## src/rtl/burst_sched.sv

```systemverilog
module burst_sched #(
  parameter int CLK_PER_US = 50,
  parameter int POWERUP_US = 300000,
  parameter int GAP_US     = 2500,
  parameter int LOSS_US    = 100000
) (
  input  logic clk,
  input  logic rst_n,
  input  logic sync_in,
  input  logic burst_done,
  output logic burst_start,
  output logic sync_locked
);
  localparam int DW    = (CLK_PER_US > 1) ? $clog2(CLK_PER_US) : 1;
  localparam int MAXUS = (POWERUP_US > LOSS_US) ?
                         ((POWERUP_US > GAP_US) ? POWERUP_US : GAP_US) :
                         ((LOSS_US > GAP_US) ? LOSS_US : GAP_US);
  localparam int UW    = $clog2(MAXUS + 1);

  typedef enum logic [1:0] {S_HOLD, S_READY, S_BURST, S_GAP} st_t;

  st_t state, nxt;
  logic [2:0]    sy;
  logic [DW-1:0] pdiv, ldiv;
  logic [UW-1:0] pus, lus;

  wire rise  = sy[1] & ~sy[2];
  wire ptick = (pdiv == DW'(CLK_PER_US - 1));
  wire ltick = (ldiv == DW'(CLK_PER_US - 1));

  always_ff @(posedge clk or negedge rst_n)
    if (!rst_n) sy <= '0;
    else        sy <= {sy[1:0], sync_in};

  always_comb begin
    nxt = state;
    case (state)
      S_HOLD:  if (ptick && pus == UW'(POWERUP_US - 1)) nxt = S_READY;
      S_READY: if (!sync_locked || rise) nxt = S_BURST;
      S_BURST: if (burst_done) nxt = S_GAP;
      S_GAP:   if (ptick && pus == UW'(GAP_US - 1)) nxt = S_READY;
      default: nxt = S_HOLD;
    endcase
  end

  always_ff @(posedge clk or negedge rst_n) begin
    if (!rst_n) begin
      state       <= S_HOLD;
      burst_start <= 1'b0;
      pdiv        <= '0;
      pus         <= '0;
    end else begin
      state       <= nxt;
      burst_start <= (state == S_READY) && (nxt == S_BURST);
      if (nxt != state) begin
        pdiv <= '0;
        pus  <= '0;
      end else begin
        pdiv <= ptick ? '0 : pdiv + 1'b1;
        if (ptick) pus <= pus + 1'b1;
      end
    end
  end

  always_ff @(posedge clk or negedge rst_n) begin
    if (!rst_n) begin
      sync_locked <= 1'b0;
      ldiv        <= '0;
      lus         <= '0;
    end else if (rise && state != S_HOLD) begin
      sync_locked <= 1'b1;
      ldiv        <= '0;
      lus         <= '0;
    end else if (sync_locked) begin
      ldiv <= ltick ? '0 : ldiv + 1'b1;
      if (ltick) begin
        lus <= lus + 1'b1;
        if (lus == UW'(LOSS_US - 1)) sync_locked <= 1'b0;
      end
    end
  end

  assert_quiet_holdoff_R1: assert property (@(posedge clk) disable iff (!rst_n)
    (state == S_HOLD) |-> (!sync_locked && !burst_start));

  assert_pulse_width_R4: assert property (@(posedge clk) disable iff (!rst_n)
    burst_start |=> !burst_start);

  assert_start_enters_burst_R4: assert property (@(posedge clk) disable iff (!rst_n)
    burst_start |-> (state == S_BURST));

  assert_free_run_start_R3: assert property (@(posedge clk) disable iff (!rst_n)
    (state == S_READY && !sync_locked) |=> burst_start);

  assert_blocked_edge_R6: assert property (@(posedge clk) disable iff (!rst_n)
    (rise && (state == S_BURST || state == S_GAP)) |=> !burst_start);

  assert_edge_locks_R7: assert property (@(posedge clk) disable iff (!rst_n)
    (rise && state != S_HOLD) |=> sync_locked);

  assert_locked_edge_starts_R5: assert property (@(posedge clk) disable iff (!rst_n)
    (rise && state == S_READY) |=> burst_start);
endmodule

```

## config.mk

```make
export PLATFORM = sky130hd
export DESIGN_NAME = burst_sched
export DESIGN_NICKNAME = d
export VERILOG_FILES = /design/src/rtl/burst_sched.sv
export SDC_FILE = /design/constraint.sdc
export NUM_CORES = 1
export LEC_CHECK = 0
export BUFFER_PORTS_ARGS = -buffer_cell sky130_fd_sc_hd__buf_2
export CORE_ASPECT_RATIO = 0.8
export CORE_MARGIN = 10
export CORE_UTILIZATION = 50
export DETAILED_ROUTE_END_ITERATION = 12
export GPL_ROUTABILITY_DRIVEN = 0
export HOLD_SLACK_MARGIN = 0.15
export PLACE_DENSITY_LB_ADDON = 0.05
export SLEW_MARGIN = 20
export SYNTH_ARGS = -nofsm -noshare
export SYNTH_HDL_FRONTEND = slang
export SYNTH_SLANG_ARGS = --single-unit
```

## constraint.sdc

```tcl
create_clock -name clk -period 3.1 [get_ports clk]
set_clock_uncertainty 0.1 [all_clocks]
set_input_delay 0.31 -clock clk [delete_from_list [all_inputs] [get_ports clk]]
set_output_delay 0.31 -clock clk [all_outputs]
set_load 0.02 [all_outputs]
```

==> results.toml <==
[placement]
dp.final_hpwl_mm = 4.034
placed_cells = 378
io_buffer_count = 5

[floorplan]
die_w_um = 105.1
core_um2 = 5525
start_util_pct = 52.40
ios = 6
die_y_um = 88.06
num_rows = 24
dieArea_um2 = 9253

[layout]
drive_gt1_share_pct = 9.748
fin_cells = 396
nets = 323
syn_to_final_growth_pct = 10.89
antenna_cells = 0

[yosys]
ys_ff_latch = 57
synth_top_flop_cell = "dfrtp_1"
avgSynthCellArea_um2 = 9.587
yosysWarnings = 0
async_reset_ff_share_pct = 100.0
synth_cell_types = 38
synth_edf_count = 0
syn_inst = 302
yosysSeqAreaShare_pct = 49.27
synthesis.nets = 312
syn_area_um2 = 2895

[power_and_ir_drop]
switching_share_pct = 27.80
power_density_nw_per_um2 = 562.0
p_comb_share_pct = 11.5
switching_power_mw = 0.5016
p_leak_nw = 1.376
power.share.sequential_pct = 50.4
power.internal_mw = 1.303
irDropWorstVdd_mv = 0.4136
power.share.clock_pct = 38.1

[worst_setup_path]
max_stage_delay_ps = 560
worstSetupStartpointType = "flip-flop"
end_kind = "flip-flop"
crit_family = "simple AND/OR/NAND/NOR gates"
path_cells = "ha_1, or3b_2, or4_4, or4_4, o211ai_2, a21oi_1"
path_buf_inv = 0
crit_path_frequent_cell = "or4_4"
path_max_fanout = 20
required_ps = 3160
path_class = "reg -> reg"
slowest_stage = "or4_4"
worst_ep_arrival_time_ps = 2900

[drt]
wl_per_cell_um = 15.11
wl_mm = 5.982
drc = 0
drtAntennaViolNets = 0
vias = 2171
firstDrtPassIters = 4
viasPerCell = 5.482
first_iter_violations = 111

[global_route]
antenna_found_initial = 0
grt_pass1_wl_mm = 10.45
grt_max_degree = 46
grt_usage_pct = 14.06
grt_pass1_vias = 2049
grt_overflow = 0

[hold_path]
worstHoldPathType = "in -> reg"

[cts]
clkSlewWorstSetupHoldPaths_ps = 60
cts_root_buf = "clkbuf_8"
clock_path_buffers = 2
post-cts-setup-buffer-count = 0
numCtsBuffers = 9
h-tree-depth = 3
cts-resized-gates = 0
clock_sinks = 57
clock_latency_ps = 330
cts_tree = "yes"
ctsHoldBuffers = 2

[timing]
rsz0062_at_grt = "no"
worst_pin_slew_ps = 857.7
drv_slew = 0
fmax_ghz = 0.3519
fin_crit_ps = 2841
setup_viol = 0
fin_crit_sh_pct = 91.66
hold_viol_final = 0
maxSlewHeadroom_pct = 42.65
setup_tns_ps = 0

[flow_run]
max-cap-violations = 0

[run_status]
status = "finished clean"
==> layout by cell type (no fill, tap or decap), types with 2 or more instances in the layout <==
cell type	count
or3_1	2
inv_1	7
dlygate4sd3_1	2
and3_1	3
nor2_1	59
buf_2	4
buf_4	5
xor2_1	16
nand2_1	21
a21oi_1	8
nand3b_1	2
o21ai_0	5
nand2b_1	3
nor4_1	11
nand4_1	18
clkbuf_8	10
or4_4	2
ha_1	6
a211oi_1	4
clkinvlp_4	2
mux2i_1	2
dfrtp_1	57
nor3_1	7
nand4b_1	4
clkinv_2	2
or4_1	3
nand3_1	12
xnor2_1	25
==> routing by layer <==
metal	up-vias	wire length, um	track usage [%]
met5	-	0	0
met4	0	34	4.851
met3	4	215	4.329
met2	33	2478	19.01
met1	1055	3254	20.49
li1	1079	-	-
==> sequential cells by signal (all words and copies together), names as in the netlist <==
register and cells:
state 2, sy 3, sync_locked 1, burst_start 1, pus 19, ldiv 6, lus 19, pdiv 6
==> worst register-to-register path, delay by kind of cell (launching register included) <==
family	cells	cell delay (ps)
flip-flops	1	390
AO/OA/AOI/OAI	2	460
AND/OR/NAND/NOR	3	1470
adder cells (fa/ha/maj)	1	260
==> power by group through the flow <==
stage                     logic [mW]  registers, mW  clock network, mW
after global placement         0.205          0.918                  0
final                          0.208          0.909              0.687
after CTS                      0.211          0.907              0.707
after detailed placement       0.207          0.921                  0
after global routing           0.251          0.922              0.744
after floorplan                0.162          0.893                  0
==> path summary, 6_finish.rpt <==
check,startpoint,slack [ps],to,depth (start not counted)
max,pus[0],260,pus[1],6
max in group asynchronous,rst_n,1850,lus[6],3
min,burst_done,180,state[0],3
min reg2reg,sy[0],260,sy[1],0
max reg2reg,pus[0],260,pus[1],6
min in group asynchronous,rst_n,440,pus[7],2
==> per-stage QoR <==
stage / area, um^2 / setup slack (ps) / util [%] / hold WS [ps] / power (mW)
floorplan: 2895 / 594.1 / - / -85.59 / 1.055
global placement: 2992 / 329.0 / 54.14 / 237.9 / 1.123
detailed placement: 2992 / 248.8 / 54.14 / 238.8 / 1.128
CTS: 3208 / 242.8 / 58.06 / 157.2 / 1.825
global route: 3211 / 121.0 / 58.11 / 188.1 / 1.916
finish: 3211 / 258.6 / 58.11 / 177.7 / 1.804
==> area by class of cell <==
class	instances	area, um^2
fill	512	2315
sequential	57	1426
multi-input combinational	227	1386
clock buffer	11	141.4
tap	78	97.59
timing repair buffer	11	77.57
clock inverter	5	55.05
inverter	7	26.28
==> logic make-up (layout without fill, tap and decap cells) <==
kind of cell / after synthesis / count (layout) / synth area share (%)
compound gates: 22 / 22 / 4.754
xor+xnor: 41 / 41 / 12.40
fa+ha+maj: 6 / 6 / 2.593
buf+inv: 18 / 34 / 2.852
flops: 57 / 57 / 49.27
mux: 2 / 2 / 0.6915
simple gates: 156 / 156 / 27.44
==> cells in the mapped netlist (3+ instances only) <==
cell      instances  area share (%)
xor2_1           16             4.8
or4_1             3            0.78
nand4_1          18             3.9
ha_1              6             2.6
dfrtp_1          57              49
a211oi_1          4             1.0
nand3_1          12             2.1
clkbuf_1          9             1.2
a21oi_1           8             1.4
nand4b_1          4             1.2
nand2_1          21             2.7
o21ai_0           5            0.86
inv_1             7            0.91
and3_1            3            0.65
nor4_1           11             2.4
nand2b_1          3            0.65
xnor2_1          25             7.6
nor3_1            7             1.2
nor2_1           59             7.6
Power figures use the tool's default switching activity.
